$ cat src/rtl/fse_pkg.sv
package fse_pkg;
  localparam int WORD_W = 32;

  // Data port addresses; the address picks how many bytes the entry carries.
  localparam logic [7:0] PORT_WORD  = 8'h1C;
  localparam logic [7:0] PORT_BYTE1 = 8'h80;
  localparam logic [7:0] PORT_BYTE2 = 8'h84;
  localparam logic [7:0] PORT_BYTE3 = 8'h88;

  // lcode holds the byte count minus one.
  typedef struct packed {
    logic [1:0]        lcode;
    logic [WORD_W-1:0] data;
  } fse_entry_t;

  // Bit k of the serial stream maps to word position {byte, 7 - bit}.
  function automatic logic [4:0] bit_pos(input logic [4:0] k);
    return {k[4:3], ~k[2:0]};
  endfunction
endpackage

$ cat src/rtl/fse_port_dec.sv
module fse_port_dec (
  input  logic       wr_en,
  input  logic [7:0] wr_addr,
  output logic       push,
  output logic [1:0] lcode
);
  import fse_pkg::*;

  always_comb begin
    push  = 1'b0;
    lcode = 2'd3;
    if (wr_en) begin
      case (wr_addr)
        PORT_BYTE1: begin push = 1'b1; lcode = 2'd0; end
        PORT_BYTE2: begin push = 1'b1; lcode = 2'd1; end
        PORT_BYTE3: begin push = 1'b1; lcode = 2'd2; end
        PORT_WORD:  begin push = 1'b1; lcode = 2'd3; end
        default:    begin push = 1'b0; lcode = 2'd3; end
      endcase
    end
  end
endmodule

$ cat src/rtl/fse_fifo.sv
module fse_fifo #(
  parameter int W     = 34,
  parameter int DEPTH = 8
) (
  input  logic         clk,
  input  logic         rst_ni,
  input  logic         push,
  input  logic [W-1:0] wdata,
  input  logic         pop,
  output logic [W-1:0] rdata,
  output logic         empty,
  output logic         full
);
  localparam int AW = (DEPTH > 1) ? $clog2(DEPTH) : 1;
  localparam int CW = $clog2(DEPTH + 1);
  localparam logic [AW-1:0] LAST = AW'(DEPTH - 1);

  logic [W-1:0]  mem [DEPTH];
  logic [AW-1:0] wp_q, wp_d, rp_q, rp_d;
  logic [CW-1:0] cnt_q, cnt_d;
  logic          do_push, do_pop;

  assign empty   = (cnt_q == '0);
  assign full    = (cnt_q == CW'(DEPTH));
  assign do_push = push && !full;
  assign do_pop  = pop && !empty;
  assign rdata   = mem[rp_q];

  always_comb begin
    wp_d  = wp_q;
    rp_d  = rp_q;
    cnt_d = cnt_q;
    if (do_push) wp_d = (wp_q == LAST) ? '0 : wp_q + AW'(1);
    if (do_pop)  rp_d = (rp_q == LAST) ? '0 : rp_q + AW'(1);
    if (do_push && !do_pop)      cnt_d = cnt_q + CW'(1);
    else if (do_pop && !do_push) cnt_d = cnt_q - CW'(1);
  end

  always_ff @(posedge clk or negedge rst_ni) begin
    if (!rst_ni) begin
      wp_q  <= '0;
      rp_q  <= '0;
      cnt_q <= '0;
    end else begin
      wp_q  <= wp_d;
      rp_q  <= rp_d;
      cnt_q <= cnt_d;
    end
  end

  always_ff @(posedge clk) begin
    if (do_push) mem[wp_q] <= wdata;
  end
endmodule

$ cat src/rtl/fse_clkdiv.sv
module fse_clkdiv #(
  parameter int BAUD_W = 3
) (
  input  logic              clk,
  input  logic              rst_ni,
  input  logic              en,
  input  logic              clr,
  input  logic [BAUD_W-1:0] baud,
  output logic              tick
);
  localparam int CW = 1 << BAUD_W;

  logic [CW-1:0] cnt_q, cnt_d, half_m1;

  assign half_m1 = (CW'(1) << baud) - CW'(1);
  assign tick    = en && (cnt_q == half_m1);

  always_comb begin
    cnt_d = cnt_q;
    if (clr)     cnt_d = '0;
    else if (en) cnt_d = tick ? '0 : cnt_q + CW'(1);
  end

  always_ff @(posedge clk or negedge rst_ni) begin
    if (!rst_ni) cnt_q <= '0;
    else         cnt_q <= cnt_d;
  end
endmodule

$ cat src/rtl/fse_shifter.sv
module fse_shifter
  import fse_pkg::*;
(
  input  logic       clk,
  input  logic       rst_ni,
  input  logic       start_req,
  input  logic       cfg_cpha,
  input  logic       tx_empty,
  input  fse_entry_t tx_entry,
  input  logic       rx_full,
  input  logic       tick,
  input  logic       miso,
  output logic       load,
  output logic       rx_push,
  output fse_entry_t rx_entry,
  output logic       active,
  output logic       busy,
  output logic       lvl,
  output logic       mosi
);
  logic              run_q, run_d, act_q, act_d, lvl_q, lvl_d, mosi_q, mosi_d;
  logic [4:0]        k_q, k_d, pos;
  logic [1:0]        lc_q, lc_d;
  logic [WORD_W-1:0] dat_q, dat_d, rxb_q, rxb_d, rx_bit;
  logic              last;

  assign pos    = bit_pos(k_q);
  assign last   = (k_q == {lc_q, 3'b111});
  assign load   = run_q && !act_q && !tx_empty && !rx_full;
  assign active = act_q;
  assign busy   = run_q;
  assign lvl    = lvl_q;
  assign mosi   = mosi_q;

  always_comb begin
    rx_bit      = rxb_q;
    rx_bit[pos] = miso;
  end

  assign rx_entry.lcode = lc_q;
  assign rx_entry.data  = cfg_cpha ? rx_bit : rxb_q;

  always_comb begin
    run_d   = run_q;
    act_d   = act_q;
    lvl_d   = lvl_q;
    k_d     = k_q;
    lc_d    = lc_q;
    dat_d   = dat_q;
    rxb_d   = rxb_q;
    mosi_d  = mosi_q;
    rx_push = 1'b0;

    if (start_req)                         run_d = 1'b1;
    else if (run_q && !act_q && tx_empty)  run_d = 1'b0;

    if (load) begin
      act_d = 1'b1;
      lvl_d = 1'b0;
      k_d   = '0;
      lc_d  = tx_entry.lcode;
      dat_d = tx_entry.data;
      rxb_d = '0;
      if (!cfg_cpha) mosi_d = tx_entry.data[7];
    end else if (act_q && tick) begin
      lvl_d = ~lvl_q;
      if (!lvl_q) begin
        // leading edge
        if (cfg_cpha) mosi_d = dat_q[pos];
        else          rxb_d  = rx_bit;
      end else begin
        // trailing edge
        if (cfg_cpha) rxb_d = rx_bit;
        if (last) begin
          act_d   = 1'b0;
          rx_push = 1'b1;
        end else begin
          k_d = k_q + 5'd1;
          if (!cfg_cpha) mosi_d = dat_q[bit_pos(k_q + 5'd1)];
        end
      end
    end
  end

  always_ff @(posedge clk or negedge rst_ni) begin
    if (!rst_ni) begin
      run_q  <= 1'b0;
      act_q  <= 1'b0;
      lvl_q  <= 1'b0;
      k_q    <= '0;
      lc_q   <= '0;
      dat_q  <= '0;
      rxb_q  <= '0;
      mosi_q <= 1'b0;
    end else begin
      run_q  <= run_d;
      act_q  <= act_d;
      lvl_q  <= lvl_d;
      k_q    <= k_d;
      lc_q   <= lc_d;
      dat_q  <= dat_d;
      rxb_q  <= rxb_d;
      mosi_q <= mosi_d;
    end
  end
endmodule

$ cat src/rtl/flash_shift_engine.sv
module flash_shift_engine #(
  parameter int TX_DEPTH = 8,
  parameter int RX_DEPTH = 8,
  parameter int BAUD_W   = 3,
  parameter int SS_W     = 4
) (
  input  logic              clk,
  input  logic              rst_n,
  input  logic              wr_en,
  input  logic [7:0]        wr_addr,
  input  logic [31:0]       wr_data,
  output logic              tx_full,
  output logic              tx_empty,
  input  logic [BAUD_W-1:0] cfg_baud,
  input  logic              cfg_cpol,
  input  logic              cfg_cpha,
  input  logic [SS_W-1:0]   cfg_ss_n,
  input  logic              start_req,
  output logic              busy,
  input  logic              rx_pop,
  output logic              rx_valid,
  output logic [31:0]       rx_data,
  output logic [2:0]        rx_bytes,
  output logic              sclk,
  output logic              mosi,
  input  logic              miso,
  output logic [SS_W-1:0]   ss_n
);
  import fse_pkg::*;

  localparam int ENTRY_W = $bits(fse_entry_t);

  // Reset: asserted asynchronously, released on a clock edge.
  logic [1:0] rs_q;
  logic       rst_ni;
  always_ff @(posedge clk or negedge rst_n) begin
    if (!rst_n) rs_q <= 2'b00;
    else        rs_q <= {rs_q[0], 1'b1};
  end
  assign rst_ni = rs_q[1];

  logic       wr_push, tx_pop, rx_push, rx_full, rx_empty, load, active, tick, lvl;
  logic [1:0] wr_lcode;
  fse_entry_t tx_in, tx_head, rx_in, rx_head;
  logic [ENTRY_W-1:0] tx_head_v, rx_head_v;

  fse_port_dec u_dec (
    .wr_en(wr_en), .wr_addr(wr_addr), .push(wr_push), .lcode(wr_lcode)
  );

  assign tx_in.lcode = wr_lcode;
  assign tx_in.data  = wr_data;

  fse_fifo #(.W(ENTRY_W), .DEPTH(TX_DEPTH)) u_txq (
    .clk(clk), .rst_ni(rst_ni), .push(wr_push), .wdata(tx_in),
    .pop(tx_pop), .rdata(tx_head_v), .empty(tx_empty), .full(tx_full)
  );
  assign tx_head = fse_entry_t'(tx_head_v);
  assign tx_pop  = load;

  fse_clkdiv #(.BAUD_W(BAUD_W)) u_div (
    .clk(clk), .rst_ni(rst_ni), .en(active), .clr(load), .baud(cfg_baud), .tick(tick)
  );

  fse_shifter u_shf (
    .clk(clk), .rst_ni(rst_ni), .start_req(start_req), .cfg_cpha(cfg_cpha),
    .tx_empty(tx_empty), .tx_entry(tx_head), .rx_full(rx_full), .tick(tick),
    .miso(miso), .load(load), .rx_push(rx_push), .rx_entry(rx_in),
    .active(active), .busy(busy), .lvl(lvl), .mosi(mosi)
  );

  fse_fifo #(.W(ENTRY_W), .DEPTH(RX_DEPTH)) u_rxq (
    .clk(clk), .rst_ni(rst_ni), .push(rx_push), .wdata(rx_in),
    .pop(rx_pop), .rdata(rx_head_v), .empty(rx_empty), .full(rx_full)
  );
  assign rx_head  = fse_entry_t'(rx_head_v);
  assign rx_valid = !rx_empty;
  assign rx_data  = rx_head.data;
  assign rx_bytes = {1'b0, rx_head.lcode} + 3'd1;

  assign sclk = lvl ^ cfg_cpol;

  logic [SS_W-1:0] ss_q;
  always_ff @(posedge clk or negedge rst_ni) begin
    if (!rst_ni) ss_q <= '1;
    else         ss_q <= cfg_ss_n;
  end
  assign ss_n = ss_q;
endmodule

$ cat config.mk
export PLATFORM = sky130hd
export DESIGN_NAME = flash_shift_engine
export DESIGN_NICKNAME = d
export VERILOG_FILES = /design/src/rtl/fse_pkg.sv /design/src/rtl/fse_port_dec.sv /design/src/rtl/fse_fifo.sv /design/src/rtl/fse_clkdiv.sv /design/src/rtl/fse_shifter.sv /design/src/rtl/flash_shift_engine.sv
export SDC_FILE = /design/constraint.sdc
export NUM_CORES = 1
export LEC_CHECK = 0
export BUFFER_PORTS_ARGS = -buffer_cell sky130_fd_sc_hd__buf_2
export CAP_MARGIN = 20
export CORE_MARGIN = 3
export CORE_UTILIZATION = 60
export CTS_CLUSTER_SIZE = 40
export DETAILED_ROUTE_END_ITERATION = 10
export GPL_TIMING_DRIVEN = 1
export PLACE_DENSITY_LB_ADDON = 0.12
export SLEW_MARGIN = 25
export SYNTH_ARGS = -nofsm -noshare
export SYNTH_HDL_FRONTEND = slang
export SYNTH_SLANG_ARGS = --single-unit
$ cat constraint.sdc
create_clock -name clk -period 4.9 [get_ports clk]
set_clock_uncertainty 0.2 [all_clocks]
set_input_delay 0.245 -clock clk [delete_from_list [all_inputs] [get_ports clk]]
set_output_delay 0.245 -clock clk [all_outputs]
set_load 0.01 [all_outputs]
# == Word-level counts from Yosys, hierarchy flattened ==
# Memories as Yosys holds them, arrays and structs flattened.
# Cells that the tools add are included.
# word_totals
register_bits,109
mem_bits_rw,544
inputBits,55
output_inout_bits,45
memories,2
# memory_table
name,depth,width,rd,rd_ports_with_merged_regs,write_ports,line,text
u_rxq.mem,8,34,1,0,1,fse_fifo.sv:18,logic [W-1:0] mem [DEPTH];
u_txq.mem,8,34,1,0,1,fse_fifo.sv:18,
# classes
n_addsub,12
order_cmp,3
n_eq_ne,17
shift,1
n_mux,54
n_bitwise,4
reduce_logical,39
# op_table
cell,n
$mux 32,5
$bwmux 32,1
$mux 1,28
$eq 8x8->1 const B,3
$mux 8,3
$mux 5,4
$mux 4,4
$logic_and 1x1->1,15
$reduce_bool 2->1,7
$add 3x1->3 const B,4
$eq 3x3->1 const B,4
$lt 5x6->1 const B,2
$mux 3,4
$bmux 1 s5,2
$logic_not 1->1,9
$add 4x1->4 const B,2
$add 8x1->8 const B,1
$eq 4x4->1 const B,2
$eq 8x5->1 const B,1
$eq 8x8->1,1
$logic_not 4->1,2
$shl 1x3->8 const A,1
$sub 4x1->4 const B,2
$sub 8x2->8 const B,1
other kinds (19),22

# == Logic depth before layout (Yosys ltp) ==
# Gate-level depths: netlist of run 1.
# depth
depth_word,12
depth_mapped,16

# == By module ==
# Synthesis of run 1 repeated with hierarchy kept, for this count alone.
# hier_totals
cells_unflattened,1519
area_unflattened_um2,27317.4
# by_module_without_submodules
module,n_inst,cells_each,area_each_um2
fse_fifo (u_rxq),1,460,11049.3
fse_fifo (u_txq),1,460,11038.1
fse_shifter,1,512,4401.7
fse_clkdiv,1,68,584.3
flash_shift_engine,1,11,187.7
fse_port_dec,1,8,56.3

# == Least setup slack after synthesis of run 1 ==
# OpenSTA, ideal clock, no wires.
# synth_timing
path_kind,register to register
start,register u_shf.k_q[0]
end,memory u_rxq.mem[4][0] (enable)
setup_ps,510
t_arrival_ps,4950
required_ps,4190
path_slack_ps,-761
stages_incl_launch_ff,9
n_path_buf,3
synth_period_minus_slack_ps,5661
cell_sequence,dfrtp_1 -> ha_1 -> buf_2 -> and2_1 -> clkbuf_1 -> and3_1 -> nand4_1 -> buf_2 -> nor4_1
# synth_between
elab_chain_len,8
# synth_lines
item,line,text
from (decl),fse_shifter.sv:22,"logic [4:0] k_q, k_d, pos;"
from (signal assigned),fse_shifter.sv:99,k_q <= k_d;
$eq 5x5->1,fse_shifter.sv:28,"assign last = (k_q == {lc_q, 3'b111});"
$mux 1,fse_shifter.sv:74,if (last) begin
$mux 1,fse_shifter.sv:67,if (!lvl_q) begin
$mux 1,fse_shifter.sv:65,end else if (act_q && tick) begin
$mux 1,fse_shifter.sv:57,if (load) begin
$logic_and 1x1->1,fse_fifo.sv:25,assign do_push = push && !full;
$mux 1,fse_fifo.sv:52,if (do_push) mem[wp_q] <= wdata;
$mux 1 (implied by the code),fse_fifo.sv:52,
to (decl),fse_fifo.sv:18,
# Every way passes these cells.

# == Worst setup path after layout of run 1 ==
# layout_timing
start,register u_rxq.cnt_q[0]
end,register u_rxq.cnt_q[3]
# layout_between
elab_chain_len,8
# layout_lines
item,line,text
from (decl),fse_fifo.sv:20,"logic [CW-1:0] cnt_q, cnt_d;"
from (signal assigned),fse_fifo.sv:47,cnt_q <= cnt_d;
$eq 4x4->1 *,fse_fifo.sv:24,assign full = (cnt_q == CW'(DEPTH));
$logic_not 1->1 *,"fse_fifo.sv:25, fse_shifter.sv:29",
$logic_and 1x1->1,fse_shifter.sv:29,assign load = run_q && !act_q && !tx_empty && !rx_full;
$mux 1,fse_shifter.sv:57,
$logic_and 1x1->1 *,fse_fifo.sv:25,
named net u_rxq.do_push,fse_fifo.sv:21,"logic do_push, do_pop;"
$logic_not 1->1,fse_fifo.sv:36,else if (do_pop && !do_push) cnt_d = cnt_q - CW'(1);
$logic_and 1x1->1,fse_fifo.sv:36,
$reduce_bool 2->1 (no source line),-,
# Mark *: on every way through the listed nets, which the timed path passes. The rest lies on a longest branch. The select of a mux whose other input is x is not followed.
# A chain may end at the register's enable or synchronous reset.

==> flow_metrics.env, run 1 <==
export IMPL_area_delta_synth_final_pct=13.8
export IMPL_crit_start="u_rxq.cnt_q[0]"
export IMPL_sequentialPowerShare_pct=47.8
export IMPL_path_max_fanout=24
export IMPL_cts_tree="done"
export IMPL_hold_violations=0
export IMPL_finalMaxSlewViolations=0
export IMPL_yosysSeqAreaShare_pct=71.0
export IMPL_fin_crit_sh_pct=74.9
export IMPL_multi_input_area_sq_mm=0.00735
export IMPL_clkLatencyLatePin_ns=0.58
export IMPL_vias=13700
export IMPL_comb_power_share_pct=18.9
export IMPL_dieArea_sq_mm=0.0473
export IMPL_antenna_found_initial=0
export IMPL_core_area_sq_mm=0.0436
export IMPL_worstMarginPinSlew_ns=0.939
export IMPL_numClockSinks=653
export IMPL_ios=100
export IMPL_required_ns=5.17
export IMPL_synth_seq_cells=653
export IMPL_fin_tns_setup_ns=0
export IMPL_drive_gt1_share_pct=29.5
export IMPL_diodes=0
export IMPL_worstSetupStartpointType="flop"
export IMPL_first_pass_iters=7
export IMPL_post_route_drc_count=0
export IMPL_start_util_pct=61.5
export IMPL_grt_pass1_vias=14300
export IMPL_grt_total_usage_pct=23.0
export IMPL_synth_fp_nets=1557
export IMPL_rows=76
export IMPL_io_buffers=99
export IMPL_utilization_pct=70.1
export IMPL_worst_ep_arrival_time_ns=3.93
export IMPL_place_congestion=0.837
export IMPL_internal_power_mw=10.4
export IMPL_grt_pass1_wl_um=82800
export IMPL_max_freq_mhz=273
export IMPL_timing_hold_ws_ns=0.0480
export IMPL_path_clk_slew_ns=0.06
export IMPL_grt_overflow=0
export IMPL_syn_inst=1480
export IMPL_synthFlopType="edfxtp_1"
export IMPL_min_path_type="input pin to flop"
export IMPL_period_minus_slack_ns=3.67
export IMPL_routed_wl_um=52200
export IMPL_cts_inserted_buffers=66
export IMPL_cts_root_buf="clkbuf_16"
export IMPL_power_frac_clock_pct=33.3
export IMPL_ant_nets=0
export IMPL_leakage_nw=10.3
export IMPL_rsz0062_at_grt="false"
export IMPL_synthArstFlopShare_pct=16.7
export IMPL_synth_edf_count=544
export IMPL_p_sw_share_pct=26.1
export IMPL_nets=1717
export IMPL_setup_viol=0
export IMPL_slew_headroom_pct=36.5
export IMPL_power_density_mw_per_mm2=461
export IMPL_grt_max_degree=77
export IMPL_drv_cap=0
export IMPL_r2r_start="u_rxq.cnt_q[0]"
export IMPL_p_sw_mw=3.68
export IMPL_crit_type="flop to flop"
export IMPL_routed_via_density=6.03
export IMPL_status="complete, no violations"
export IMPL_synth_cell_types=69
export IMPL_dieHeight_um=218
export IMPL_clockBufferDepth=3
export IMPL_min_delay_start="wr_en"
export IMPL_end_kind="flop"
export IMPL_die_w_um=218
export IMPL_htree_levels=3
export IMPL_synth_warnings=0
export IMPL_dr_first_iter_drc_count=977
export IMPL_wire_per_inst_um=23.0
export IMPL_hpwl_um=30600
export IMPL_netlist_area_sq_mm=0.0269
export IMPL_syn_avg_cell_area_sq_um=18.2
export IMPL_irDropWorstVdd_v=0.000297
export IMPL_seqCellArea_sq_mm=0.0191
export IMPL_fillers=2713
## worst max-delay path, stage by stage, from the launching register on
cell and delay, ns:
dfrtp_1 0.44, nor4b_1 0.85, nor3_4 0.05, buf_4 0.26, nor2_1 0.13, nand4_1 0.10, buf_4 0.23, inv_1 0.07
ha_1 0.17, inv_1 0.10, ha_1 0.28, a21o_1 0.17, a21oi_1 0.17, xnor2_1 0.13, nor2_1 0.06, xor2_1 0.14
## cells in the mapped netlist, types with 5 or more instances
cell      count  area [sq um]
dfrtp_1     105          2630
nand4_1       6          37.5
xor2_1        8          70.1
nor3_1       16          80.1
ha_1         20           250
nor2_1       45           169
nor3b_1       5          37.5
nand2_1      95           357
clkbuf_1     47           176
xnor2_1      14           123
nand3_1      18          90.1
o21ai_0      43           215
o22ai_1      32           200
buf_2        29           145
edfxtp_1    544         16300
buf_1         6          22.5
and3_1        7          43.8
a21o_1        6          45.0
mux2_2       77           867
inv_1        40           150
nor4_1        6          37.5
a21oi_1      41           205
mux4_2      149          3360
mux2i_1      44           440
## worst paths after layout
path,depth (start not counted),slack (ns),endpoint
worst max-delay path,15,1.23,u_rxq.cnt_q[3]
worst min register to register,0,0.08,u_shf.k_q[0]
max in group asynchronous,1,3.59,ss_n[3]
worst max register to register,15,1.23,u_rxq.cnt_q[3]
worst min-delay path,4,0.05,u_txq.wp_q[0]
min in group asynchronous,0,0.08,u_shf.k_q[0]
## routing by layer
metal  part of all wire (%)  global-route usage (%)
met1                     41                    30.7
met3                    4.1                    3.93
met4                    2.3                    6.18
met5                      0                       0
met2                     53                    39.8
## cells in the final DEF (no fill, tap or decap), types with 5 or more instances in the layout
cell type | netlist | final
o21ai_0 | 43 | 43
clkinv_2 | 0 | 8
mux4_2 | 149 | 149
dfrtp_1 | 105 | 99
buf_2 | 29 | 99
a21o_1 | 6 | 6
nand3_1 | 18 | 18
and3_1 | 7 | 6
xor2_1 | 8 | 8
nand2_1 | 95 | 95
clkbuf_16 | 0 | 70
ha_1 | 20 | 20
clkbuf_1 | 47 | 22
nand4_1 | 6 | 6
inv_1 | 40 | 40
mux2i_1 | 44 | 44
mux2_2 | 77 | 77
nor2_1 | 45 | 43
edfxtp_1 | 544 | 544
o22ai_1 | 32 | 32
buf_4 | 1 | 34
nor4_2 | 1 | 5
nor3_1 | 16 | 12
clkinv_1 | 1 | 8
xnor2_1 | 14 | 14
clkbuf_8 | 0 | 5
dlygate4sd3_1 | 0 | 42
a21oi_1 | 41 | 41
## flip-flops by register name, indices dropped and copies added, names as in the netlist
signal        count
rs_q              2
ss_n              4
u_div.cnt_q       8
u_rxq.cnt_q       4
u_rxq.mem       272
u_rxq.rp_q        3
u_rxq.wp_q        3
u_shf.active      1
u_shf.busy        1
u_shf.dat_q      32
u_shf.k_q         5
u_shf.lc_q        2
u_shf.lvl         1
u_shf.mosi        1
u_shf.rxb_q      32
u_txq.cnt_q       4
u_txq.mem       272
u_txq.rp_q        3
u_txq.wp_q        3
## cells by family (layout without fill, tap and decap cells)
group                    Yosys count  in the layout  synth area share [%]
AO/OA/AOI/OAI                    148            148                  3.43
multiplexers                     271            271                  17.4
XOR/XNOR                          22             22                 0.717
flip-flops                       653            653                  71.0
other                              1              1                0.0140
buffers and inverters            130            337                  2.05
AND/OR/NAND/NOR                  232            232                  4.29
adder cells (fa/ha/maj)           23             23                  1.12
## power groups by stage
stage               clock (mW)  sequential [mW]  combinational [mW]
global route              5.04             6.79                2.92
floorplan                    0             6.59                2.16
CTS                       4.81             6.75                2.71
finish                    4.70             6.73                2.67
global placement             0             6.85                2.62
detailed placement           0             6.86                2.67
## metrics by stage
stage | setup slack (ns) | instance area [sq um] | power, mW | std cells
floorplan | -0.761 | 26900 | 8.75 | 1480
global placement | 1.22 | 28100 | 9.47 | 2114
CTS | 1.20 | 30600 | 14.3 | 2271
global route | 0.930 | 30600 | 14.8 | 2272
finish | 1.23 | 30600 | 14.1 | 2272
detailed placement | 1.21 | 28100 | 9.54 | 2114
## area by class of cell
type                            instances  area share, %
Inverter                               44          0.540
Timing Repair Buffer                  178           4.03
Sequential cell                       653           62.4
Multi-Input combinational cell        697           24.0
Tap cell                              585           2.39
Clock buffer                           97           6.22
Clock inverter                         18          0.372
## what timing repair did
item	in CTS	in global routing
gates resized for setup	0	0
endpoints found under the hold margin	282	0
setup buffers	0	0
hold buffers	42	0
No activity file was read; power rests on OpenSTA's default activity.
==> run 2: changes to the inputs <==
--- a/config.mk
+++ b/config.mk
@@ -8,7 +8,7 @@
 export BUFFER_PORTS_ARGS = -buffer_cell sky130_fd_sc_hd__buf_2
 export CAP_MARGIN = 20
 export CORE_MARGIN = 3
-export CORE_UTILIZATION = 60
+export CORE_UTILIZATION = 56
 export CTS_CLUSTER_SIZE = 40
 export DETAILED_ROUTE_END_ITERATION = 10
 export GPL_TIMING_DRIVEN = 1
==> constraint.sdc (replaced) <==
create_clock -name clk -period 3.1 [get_ports clk]
set_clock_uncertainty 0.2 [all_clocks]
set_input_delay 0.155 -clock clk [delete_from_list [all_inputs] [get_ports clk]]
set_output_delay 0.155 -clock clk [all_outputs]
set_load 0.01 [all_outputs]
==> run 2 against run 1 <==
Via count up 0.42%. Clock power up 66%. Design area is 2.6% higher. Critical path type unchanged. Largest power group unchanged. Highest routed layer unchanged.
==> flow_metrics.env, run 2 (synthesized netlist as in run 1, its figures left out) <==
export IMPL_path_clk_slew_ns=0.06
export IMPL_period_minus_slack_ns=2.96
export IMPL_nets=1751
export IMPL_cts_root_buf="clkbuf_16"
export IMPL_wire_per_inst_um=22.5
export IMPL_hold_depth=4
export IMPL_max_stage_delay_ns=0.38
export IMPL_reg2reg_slack_ns=0.14
export IMPL_top_regs="u_rxq.mem: 272 flops, u_txq.mem: 272 flops"
export IMPL_hold_path_endpoint="u_txq.mem[5][32]"
export IMPL_dr_first_iter_drc_count=886
export IMPL_path_cells="or2_4 > a2111oi_4 > a31oi_2 > nor2_2 > nand4_1 > inv_1 > ha_4 > inv_2 > ha_1 > a21o_1 > a21oi_2 > xnor2_1 > nor2_1 > xor2_1"
export IMPL_clkLatencyLatePin_ns=0.59
export IMPL_rsz0062_at_grt="false"
export IMPL_placed_cell_area_sq_mm=0.0287
export IMPL_cpMaxStageDelayCell="a2111oi_4"
export IMPL_rows=79
export IMPL_wl_met3_um=2190
export IMPL_core_area_sq_mm=0.0470
export IMPL_most_common_layout_cells="edfxtp_1, mux4_2, buf_2, dfrtp_1, nand2_1"
export IMPL_status="complete, no violations"
export IMPL_timing_hold_ws_ns=0.0242
export IMPL_multi_input_area_sq_mm=0.00747
export IMPL_grt_pass1_wl_um=83500
export IMPL_routed_via_density=5.89
export IMPL_max_freq_mhz=338
export IMPL_crit_type="flop to flop"
export IMPL_numClockSinks=653
export IMPL_fin_crit_sh_pct=95.5
export IMPL_layout_cells_most_common="edfxtp_1"
export IMPL_r2r_end="u_rxq.cnt_q[3]"
export IMPL_ios=100
export IMPL_area_delta_synth_final_pct=16.8
export IMPL_power_mw=22.9
export IMPL_hold_violations=0
export IMPL_leakage_nw=10.6
export IMPL_highest_layer="met4"
export IMPL_met2_length_um=27600
export IMPL_reg2regPathDepth=14
export IMPL_dieArea_sq_mm=0.0506
export IMPL_clockBufferDepth=3
export IMPL_place_congestion=0.840
export IMPL_grt_total_usage_pct=21.6
export IMPL_drv_cap=0
export IMPL_end_kind="flop"
export IMPL_htree_levels=3
export IMPL_final_area_sq_mm=0.0314
export IMPL_grt_max_degree=73
export IMPL_min_path_type="input pin to flop"
export IMPL_cts_tree="done"
export IMPL_dp_cells=2160
export IMPL_hpwl_um=31400
export IMPL_fin_cells=2335
export IMPL_power_density_mw_per_mm2=731
export IMPL_diodes=0
export IMPL_worstMarginPinSlew_ns=0.787
export IMPL_die_w_um=225
export IMPL_setup_viol=0
export IMPL_r2r_start="u_div.cnt_q[0]"
export IMPL_vias=13800
export IMPL_fillers=3094
export IMPL_dieHeight_um=225
export IMPL_io_buffers=99
export IMPL_grt_overflow=0
export IMPL_ant_nets=0
export IMPL_min_delay_start="wr_addr[6]"
export IMPL_routed_wl_um=52600
export IMPL_antenna_found_initial=0
export IMPL_slew_headroom_pct=47.5
export IMPL_worstSetupStartpointType="flop"
export IMPL_first_pass_iters=5
export IMPL_finalMaxSlewViolations=0
export IMPL_start_util_pct=57.2
export IMPL_irDropWorstVdd_v=0.000521
export IMPL_seqCellArea_sq_mm=0.0191
export IMPL_fin_tns_setup_ns=0
export IMPL_path_max_fanout=3
export IMPL_required_ns=3.37
export IMPL_post_route_drc_count=0
export IMPL_drive_gt1_share_pct=31.1
export IMPL_cts_inserted_buffers=67
export IMPL_worst_ep_arrival_time_ns=3.23
export IMPL_grt_pass1_vias=14300
export IMPL_wl_met1_um=21700
## run 2: worst max-delay path by stage
stage | startpoint | end | slack, ns | cells past startpoint
after floorplan | u_div.cnt_q[0] | u_rxq.mem[2][0] | -0.41 | 7
after global placement | u_div.cnt_q[0] | u_rxq.cnt_q[3] | 0.17 | 14
after detailed placement | u_div.cnt_q[0] | u_rxq.cnt_q[3] | 0.12 | 14
after CTS | u_div.cnt_q[0] | u_rxq.cnt_q[3] | 0.10 | 14
after global routing | u_div.cnt_q[6] | u_rxq.cnt_q[3] | 0.00003 | 14
final | u_div.cnt_q[0] | u_rxq.cnt_q[3] | 0.14 | 14
## run 2: report_power, final
part | switching (mW) | internal, mW
registers | 0.439 | 10.0
clock network | 3.20 | 4.58
logic | 2.40 | 2.27
## run 2: what timing repair did
item,4_1_cts,5_1_grt
pin swaps,0,4
gates cloned,0,0
gates resized for setup,0,5
hold buffers,49,0
endpoints found under the hold margin,288,0
setup buffers,1,2
setup endpoints to repair,17,1
## run 2: layout make-up
cell class | instances | share of cell area (%)
repair buffers | 211 | 5.62
clock inverters | 38 | 1.15
multi-input cells | 697 | 23.8
inverters | 44 | 0.526
flip-flops and latches | 653 | 60.8
clock buffers | 85 | 5.66
well taps | 607 | 2.42
## run 2: critical path, delay by kind of cell (launching register included)
kind | cells | cell delay (ns)
AO/OA/AOI/OAI | 4 | 0.78
adder cells (fa/ha/maj) | 2 | 0.42
AND/OR/NAND/NOR | 4 | 0.60
buffers and inverters | 2 | 0.19
XOR/XNOR | 2 | 0.29
flip-flops | 1 | 0.37
## run 2: routing by layer
layer	vias to the layer above	GRT usage [%]
met5	-	0
met4	0	5.84
met3	71	3.86
met2	314	37.6
met1	7103	28.6
li1	6265	-
## run 2: stage by stage
| stage | utilization (%) | setup WS, ns |
|---|---|---|
| after floorplan | - | -0.408 |
| after global placement | 61.1 | 0.169 |
| after detailed placement | 61.1 | 0.119 |
| after CTS | 66.7 | 0.100 |
| after global routing | 66.8 | 0.0000302 |
| final | 66.8 | 0.139 |
==> run 3: changes to the inputs <==
--- a/config.mk
+++ b/config.mk
@@ -12,7 +12,7 @@
 export CTS_CLUSTER_SIZE = 40
 export DETAILED_ROUTE_END_ITERATION = 10
 export GPL_TIMING_DRIVEN = 1
-export PLACE_DENSITY_LB_ADDON = 0.12
+export PLACE_DENSITY = 0.73
 export SLEW_MARGIN = 25
 export SYNTH_ARGS = -nofsm -noshare
 export SYNTH_HDL_FRONTEND = slang
==> run 3 against run 2 <==
Design area about the same. Final cell count barely moved. Worst hold slack improved by 0.017 ns. Wire length rose by 4.7%. Utilization up 0.061 points. Via count up 2.9%. Flip-flop and latch count stayed put. Fmax fell by 0.51%. Register-to-register slack got worse by 0.02 ns. Global-route usage grew 0.76 points.
==> flow_metrics.env, run 3 (synthesized netlist as in run 1, its figures left out) <==
export IMPL_irDropWorstVdd_v=0.000533
export IMPL_max_freq_mhz=336
export IMPL_slew_headroom_pct=48.6
export IMPL_clkLatencyLatePin_ns=0.60
export IMPL_path_clk_slew_ns=0.06
export IMPL_power_density_mw_per_mm2=735
export IMPL_routed_via_density=6.06
export IMPL_hold_violations=0
export IMPL_hold_depth=3
export IMPL_die_w_um=225
export IMPL_worstSetupStartpointType="flop"
export IMPL_htree_levels=3
export IMPL_cts_root_buf="clkbuf_16"
export IMPL_cpMaxStageDelayCell="nor3_1"
export IMPL_grt_overflow=0
export IMPL_cp_common_cell="ha_1"
export IMPL_r2r_start="u_txq.cnt_q[0]"
export IMPL_ios=100
export IMPL_diodes=0
export IMPL_cts_inserted_buffers=67
export IMPL_finalMaxSlewViolations=0
export IMPL_setup_ws_ns=0.124
export IMPL_most_common_layout_cells="edfxtp_1, mux4_2, buf_2, dfrtp_1, nand2_1"
export IMPL_fin_tns_setup_ns=0
export IMPL_period_minus_slack_ns=2.98
export IMPL_cts_tree="done"
export IMPL_leakage_nw=10.6
export IMPL_wire_per_inst_um=23.6
export IMPL_dieHeight_um=225
export IMPL_r2r_end="u_txq.cnt_q[3]"
export IMPL_worst_ep_arrival_time_ns=3.26
export IMPL_routed_wl_um=55100
export IMPL_timing_hold_ws_ns=0.0409
export IMPL_rsz0062_at_grt="true"
export IMPL_reg2regPathDepth=10
export IMPL_layout_cells_most_common="edfxtp_1"
export IMPL_reg2reg_slack_ns=0.12
export IMPL_antenna_found_initial=0
export IMPL_post_route_drc_count=0
export IMPL_path_max_fanout=5
export IMPL_worstMarginPinSlew_ns=0.771
export IMPL_vias=14200
export IMPL_dr_first_iter_drc_count=1019
export IMPL_top_regs="u_rxq.mem: 272 flops, u_txq.mem: 272 flops"
export IMPL_grt_total_usage_pct=22.4
export IMPL_drv_cap=0
export IMPL_io_buffers=99
export IMPL_max_stage_delay_ns=0.57
export IMPL_area_delta_synth_final_pct=16.9
export IMPL_post_place_ws_ns=-0.156
export IMPL_grt_max_degree=77
export IMPL_grt_pass1_vias=14700
export IMPL_min_delay_start="wr_addr[7]"
export IMPL_hpwl_um=31200
export IMPL_hold_path_endpoint="u_txq.mem[3][32]"
export IMPL_ant_nets=0
export IMPL_required_ns=3.38
export IMPL_grt_pass1_wl_um=85600
export IMPL_dieArea_sq_mm=0.0506
export IMPL_place_congestion=0.808
export IMPL_min_path_type="input pin to flop"
export IMPL_fillers=3010
export IMPL_core_area_sq_mm=0.0470
export IMPL_status="complete, no violations"
export IMPL_setup_viol=0
export IMPL_end_kind="flop"
export IMPL_fin_crit_sh_pct=96.0
export IMPL_nets=1752
export IMPL_start_util_pct=57.2
export IMPL_drive_gt1_share_pct=31.3
export IMPL_numClockSinks=653
export IMPL_first_pass_iters=5
export IMPL_rows=79
export IMPL_crit_type="flop to flop"
export IMPL_path_cells="nor4b_2 > nor3_1 > ha_1 > inv_1 > ha_1 > a21o_1 > a21oi_1 > xnor2_1 > nor2_1 > xor2_1"
export IMPL_clockBufferDepth=3
## run 3: cell types whose count changed in the layout (fill, tap and decap cells not counted), sizes merged
| cell | delta |
|---|---|
| inv | -1 |
| bufinv | -1 |
| clkinvlp | +5 |
| buf | -1 |
| clkinv | -2 |
| dlygate4sd3 | +2 |
## run 3: cell type report
| type | instances | area [sq um] | share of cell area [%] |
|---|---|---|---|
| tap | 607 | 759 | 2.42 |
| timing repair buffer | 212 | 1770 | 5.64 |
| inverter | 44 | 165 | 0.526 |
| multi-input combinational | 697 | 7460 | 23.8 |
| sequential | 653 | 19100 | 60.8 |
| clock inverter | 39 | 353 | 1.12 |
| clock buffer | 85 | 1820 | 5.78 |
## run 3: what timing repair did
item                       4_1_cts  5_1_grt
hold buffers                    51        0
pin swaps                        0        3
buffers inserted                 0        6
hold endpoints to repair       289        0
resized for setup                1        2
setup endpoints to repair        1        8
## run 3: worst max path at each step
stage                    from         endpoint
2_1_floorplan  u_div.cnt_q[0]  u_rxq.mem[2][0]
3_3_place_gp   u_txq.cnt_q[0]   u_txq.cnt_q[3]
3_5_place_dp   u_txq.cnt_q[0]   u_txq.cnt_q[3]
4_1_cts         u_rxq.rp_q[0]       rx_data[8]
5_1_grt        u_div.cnt_q[0]   u_rxq.cnt_q[3]
6_report       u_txq.cnt_q[0]   u_txq.cnt_q[3]
## run 3: per-stage QoR
stage	area, sq um	util, %	power (mW)	cells
3_3_place_gp	28700	61.1	15.2	2156
4_1_cts	31400	66.8	23.3	2331
2_1_floorplan	27100	-	13.9	1480
6_report	31400	66.9	23.1	2337
3_5_place_dp	28700	61.1	15.3	2156
5_1_grt	31400	66.9	24.0	2337
## run 3: metal layers
metal,track usage [%],wire length (um),up-vias
met1,28.4,22000,7374
met4,7.57,1780,0
met2,39.6,29000,393
met3,3.82,2360,118
met5,0,0,-
li1,-,-,6267
## run 3: critical path: cells and delay by family (launching register included)
| kind | cells | cell delay (ns) |
|---|---|---|
| buffers and inverters | 1 | 0.10 |
| adders and majority gates | 2 | 0.60 |
| xor gates and xnor gates | 2 | 0.28 |
| DFF | 1 | 0.53 |
| AOI/OAI and AO/OA | 2 | 0.35 |
| and+or+nand+nor | 3 | 0.79 |
## run 3: power breakdown
part           leakage (nW)  total (mW)  internal [mW]  switching, mW
Combinational          3.42        4.81           2.30           2.51
Clock                  1.05        7.86           4.60           3.26
Sequential             6.12        10.4           10.0          0.391
Total                  10.6        23.1           16.9           6.16
